<file path="config.mk">
export PLATFORM = sky130hd
export DESIGN_NAME = ref_freq_monitor
export DESIGN_NICKNAME = d
export VERILOG_FILES = /design/src/rtl/ref_freq_monitor.sv
export SDC_FILE = /design/constraint.sdc
export NUM_CORES = 1
export LEC_CHECK = 0
export ABC_AREA = 1
export BUFFER_PORTS_ARGS = -buffer_cell sky130_fd_sc_hd__buf_2
export CORE_MARGIN = 4
export CORE_UTILIZATION = 40
export DETAILED_ROUTE_END_ITERATION = 10
export GPL_TIMING_DRIVEN = 0
export PLACE_DENSITY_LB_ADDON = 0.25
export SYNTH_ARGS = -nofsm -noshare
export SYNTH_HDL_FRONTEND = slang
export SYNTH_SLANG_ARGS = --single-unit
</file>
<file path="constraint.sdc">
create_clock -name clk -period 6.3 [get_ports clk]
set_input_delay 0.315 -clock clk [delete_from_list [all_inputs] [get_ports clk]]
set_output_delay 0.315 -clock clk [all_outputs]
set_load 0.02 [all_outputs]
</file>
<file path="src/rtl/ref_freq_monitor.sv">
`timescale 1ps/1ps
module ref_freq_monitor #(
  parameter int unsigned GATE_CYCLES = 1000000,
  parameter int unsigned LOSS_CYCLES = 25000,
  parameter int unsigned CNT_W       = 20,
  parameter int unsigned NARROW_LO [4] = '{194380, 79, 15438, 20478},
  parameter int unsigned NARROW_HI [4] = '{194420, 81, 15442, 20482},
  parameter int unsigned WIDE_LO   [4] = '{188568, 77, 14977, 19866},
  parameter int unsigned WIDE_HI   [4] = '{200232, 83, 15903, 21094}
) (
  input  logic       clk,
  input  logic       rst_n,
  input  logic       ref_in,
  input  logic [1:0] freq_sel,
  output logic       freq_limit,
  output logic       holdover,
  output logic [7:0] status
);
  localparam int unsigned GW = $clog2(GATE_CYCLES + 1);
  localparam int unsigned LW = $clog2(LOSS_CYCLES + 1);
  localparam int unsigned MW = CNT_W + 1;

  logic [2:0]       sync_q;
  logic [GW-1:0]    gate_q;
  logic [CNT_W-1:0] edge_q;
  logic [LW-1:0]    idle_q;
  logic             lost_win_q;
  logic             ref_edge, win_end, ref_lost;
  logic [MW-1:0]    meas;
  logic             in_narrow, in_wide;

  assign ref_edge = sync_q[1] & ~sync_q[2];
  assign win_end  = (gate_q == GW'(GATE_CYCLES - 1));
  assign ref_lost = (idle_q == LW'(LOSS_CYCLES));
  assign meas     = {1'b0, edge_q} + MW'(ref_edge);

  assign in_narrow = (meas >= MW'(NARROW_LO[freq_sel])) && (meas <= MW'(NARROW_HI[freq_sel]));
  assign in_wide   = (meas >= MW'(WIDE_LO[freq_sel]))   && (meas <= MW'(WIDE_HI[freq_sel]));

  assign status = {3'b000, freq_sel, 1'b0, holdover, freq_limit};

  always_ff @(posedge clk or negedge rst_n)
    if (!rst_n) sync_q <= '0;
    else        sync_q <= {sync_q[1:0], ref_in};

  always_ff @(posedge clk or negedge rst_n)
    if (!rst_n)       gate_q <= '0;
    else if (win_end) gate_q <= '0;
    else              gate_q <= gate_q + GW'(1);

  always_ff @(posedge clk or negedge rst_n)
    if (!rst_n)                          edge_q <= '0;
    else if (win_end)                    edge_q <= '0;
    else if (ref_edge && edge_q != '1)   edge_q <= edge_q + CNT_W'(1);

  always_ff @(posedge clk or negedge rst_n)
    if (!rst_n)         idle_q <= '0;
    else if (ref_edge)  idle_q <= '0;
    else if (!ref_lost) idle_q <= idle_q + LW'(1);

  always_ff @(posedge clk or negedge rst_n)
    if (!rst_n)        lost_win_q <= 1'b0;
    else if (win_end)  lost_win_q <= 1'b0;
    else if (ref_lost) lost_win_q <= 1'b1;

  always_ff @(posedge clk or negedge rst_n)
    if (!rst_n) begin
      freq_limit <= 1'b0;
      holdover   <= 1'b0;
    end else if (win_end) begin
      freq_limit <= !in_narrow;
      holdover   <= !in_wide || lost_win_q || ref_lost;
    end
endmodule


</file>
==> reports/results.ini <==
[clocking]
cts_tree = done
cts-root-buf = clkbuf_16
cts_setup_buffers = 0
holdBufCountCts = 0
h-tree-depth = 3
cts_resized = 0
clock_latency_ns = 0.33
numCtsBuffers = 9
cts.sinks = 61
clockBufferDepth = 2
path_clk_slew_ns = 0.05

[logic_synthesis]
synthCells = 725
seq_area_frac_synth = 0.296
synth-seq-cells = 61
yosys_warnings = 0
synth.avg_cell_area_sq_um = 7.11
yosysUniqueCellTypes = 43
post_synth_instance_area_sq_um = 5150

[global_routing]
grt_max_degree = 62
grt_pass1_wl_mm = 22.3
grt_pass1_vias = 4649
antenna_found_initial = 0
gr-total-overflow = 0
track_usage = 0.187

[worst_setup_path]
r2r_setup_slack_ns = 2.34
cp-start-kind = flop
required_ns = 6.52
cpLargestDelayFamily = simple AND/OR/NAND/NOR gates
worst_path_most_repeated_cell = nand2_1
worstSetupPathDepth = 18
r2r_cells = 18
crit_slowest_cell = nor2_1
cp_max_fo = 7
path_cells = nor2_1 > ha_1 > ha_1 > inv_1 > nor2_4 > nand2_1 > nor2_1 > xor2_1 > ha_1 > nand2_1 > nor2_1 > nand4_1 > nor4_1 > nand3b_1 > nand3_1 > nand2_1 > nand2_1 > nand2_1
r2r-start = sync_q[2]
worstPathArrival_ns = 4.18
critPathKind = reg2reg
crit_path_end = freq_limit
timing.rr.end = freq_limit
crit_start = sync_q[2]
crit_path_end_kind = flop
path_buf_inv = 1
max_stage_delay_ns = 0.54

[placement]
hpwl_mm = 10.0
gp_congestion = 0.966
portBuffers = 10
place_area_sq_um = 5430

[layout]
final_util = 0.451
layout-drive-gt1-share = 0.111
n_antenna_cell = 0
nets = 806
synthToLayoutAreaGrowth_pct = 10.3
final_area_sq_um = 5690

[routing]
post_drt_wl_per_cell_um = 13.7
wl_met2_mm = 6.23
vias_per_cell = 5.08
routed_wl_mm = 12.6
highest_layer = met4
drtIter0Drc = 352
wl_met3_um = 376
drc = 0
firstDrtPassIters = 6
vias = 4690
final_antenna_net_count = 0
wl_met1_mm = 5.69

[sta]
skew_ns = 0.00769
relSlewSlack = 0.472
rsz0062_at_grt = no
clock.fmax_mhz = 252
setup_tns_ns = 0
finalHoldViolations = 0
fin_crit_sh = 0.629
worst_pin_slew_ns = 0.792
setup_viol = 0
slew_violations = 0
min_period_ns = 3.96

[power_and_ir_drop]
power.switching_uw = 426
share_seq_of_total_power = 0.360
sw_frac_of_total = 0.344
p_per_area_nw_per_um2 = 218
pwr-share-clk = 0.347
power.leakage_uw = 0.00294
combPwrFrac = 0.294
p_int_uw = 813
max-vdd-ir-drop_mv = 0.158

[worst_hold_path]
hp-class = in2async

[die]
die_w_um = 122
fp.dieArea_sq_um = 14800
fp.dieH_um = 122
initial_core_util = 0.408
rows = 41
pin_count = 15
core_region_area_sq_um = 12600

[run]
cap_violations = 0

[status]
status = completed

-- layout by cell type (no fill, tap or decap), types with 3 or more instances in the layout --
| cell type | count |
|---|---|
| nand3_1 | 46 |
| nor3_1 | 18 |
| nand3_2 | 5 |
| buf_4 | 11 |
| inv_1 | 116 |
| o21a_1 | 3 |
| nor2_1 | 65 |
| a211oi_1 | 5 |
| nor3b_1 | 3 |
| conb_1 | 4 |
| clkbuf_16 | 9 |
| a21oi_1 | 43 |
| buf_2 | 11 |
| inv_2 | 7 |
| ha_1 | 52 |
| o21ai_0 | 25 |
| clkinv_2 | 3 |
| nor2_4 | 9 |
| nand2_1 | 165 |
| nand4_1 | 17 |
| xor2_1 | 14 |
| dfrtp_1 | 61 |
| o21ai_1 | 7 |
| nand2_4 | 7 |
| o21bai_1 | 3 |
| nor4_1 | 7 |
| nor2_2 | 6 |
| nand2_2 | 8 |
-- state kept, by name, summed over array words and instances, names as in the netlist --
name	count
edge_q	20
gate_q	20
idle_q	15
sync_q	3
freq_limit	1
holdover	1
lost_win_q	1
-- cell families (layout without fill, tap and decap cells) --
| logic type | after synthesis | after routing | synth area share |
|---|---|---|---|
| compound gates | 92 | 92 | 0.0988 |
| xor+xnor | 16 | 16 | 0.0286 |
| fa+ha+maj | 52 | 52 | 0.126 |
| buf+inv | 137 | 160 | 0.108 |
| flops | 61 | 61 | 0.296 |
| other cells | 1 | 4 | 0.000727 |
| simple gates | 366 | 366 | 0.342 |
-- how the worst min path moves through the flow --
stage,to,cells after the start,startpoint,slack (ns)
after CTS,sync_q[0],1,ref_in,0.09
after detailed placement,sync_q[1],0,sync_q[0],0.34
after global routing,sync_q[0],1,ref_in,0.09
after global placement,sync_q[1],0,sync_q[0],0.33
final,holdover,1,rst_n,0.07
after floorplan,edge_q[0],0,rst_n,0.02
-- power groups by stage --
stage               combinational, uW  clock [uW]  sequential, uW
floorplan                         276           0             445
global placement                  352           0             450
detailed placement                362           0             451
CTS                               365         440             445
global route                      423         464             449
finish                            364         430             446
-- area by class of cell --
cell class / count / area, sq um
inverter: 124 / 465
tap: 172 / 215
fill: 1303 / 6930
clock inverter: 3 / 15.0
clock buffer: 10 / 239
sequential: 61 / 1530
timing repair buffer: 10 / 52.6
buffer: 13 / 88.8
multi-input combinational: 530 / 3090
-- through the flow --
stage | hold WS, ns | setup WS (ns) | total power, uW | instances
final | 0.0705 | 2.34 | 1240 | 923
after global routing | 0.0880 | 2.08 | 1340 | 923
after CTS | 0.0860 | 2.39 | 1250 | 923
after detailed placement | 0.340 | 2.39 | 814 | 910
after global placement | 0.334 | 2.45 | 801 | 910
after floorplan | 0.0194 | 3.33 | 721 | 728
-- layer usage --
| metal | global-route usage | up-vias |
|---|---|---|
| met5 | 0 | - |
| met4 | 0.0651 | 0 |
| met3 | 0.0284 | 24 |
| met2 | 0.320 | 78 |
| met1 | 0.240 | 2203 |
| li1 | - | 2385 |
-- Yosys cell counts --
library cell  instances  share of area
nand2_1             165           0.12
inv_1               116          0.084
nor2_1               65          0.047
dfrtp_1              61           0.30
ha_1                 52           0.13
nand3_1              46          0.045
a21oi_1              43          0.042
o21ai_0              25          0.024
nor3_1               18          0.017
nand4_1              17          0.021
xor2_1               14          0.024
buf_4                10          0.015
nor2_4                9          0.020
nand2_2               8         0.0097
inv_2                 7         0.0051
nand2_4               7          0.015
nor4_1                7         0.0085
o21ai_1               7         0.0068
nor2_2                6         0.0073
a211oi_1              5         0.0073
nand3_2               5         0.0097
nor3b_1               3         0.0044
o21a_1                3         0.0044
o21bai_1              3         0.0044
and3_1                2         0.0024
buf_2                 2         0.0019
nand3b_1              2         0.0029
nor3_2                2         0.0039
a211oi_2              1         0.0024
a21o_1                1         0.0015
a21oi_2               1         0.0017
a2bb2oi_1             1         0.0017
a31oi_1               1         0.0012
and2_1                1         0.0012
clkbuf_1              1        0.00073
clkinv_1              1        0.00073
conb_1                1        0.00073
nor2_8                1         0.0039
nor4b_1               1         0.0017
o31ai_1               1         0.0015
or2_1                 1         0.0012
xnor2_1               1         0.0017
xor2_2                1         0.0032
No activity file was read; power rests on OpenSTA's default activity.
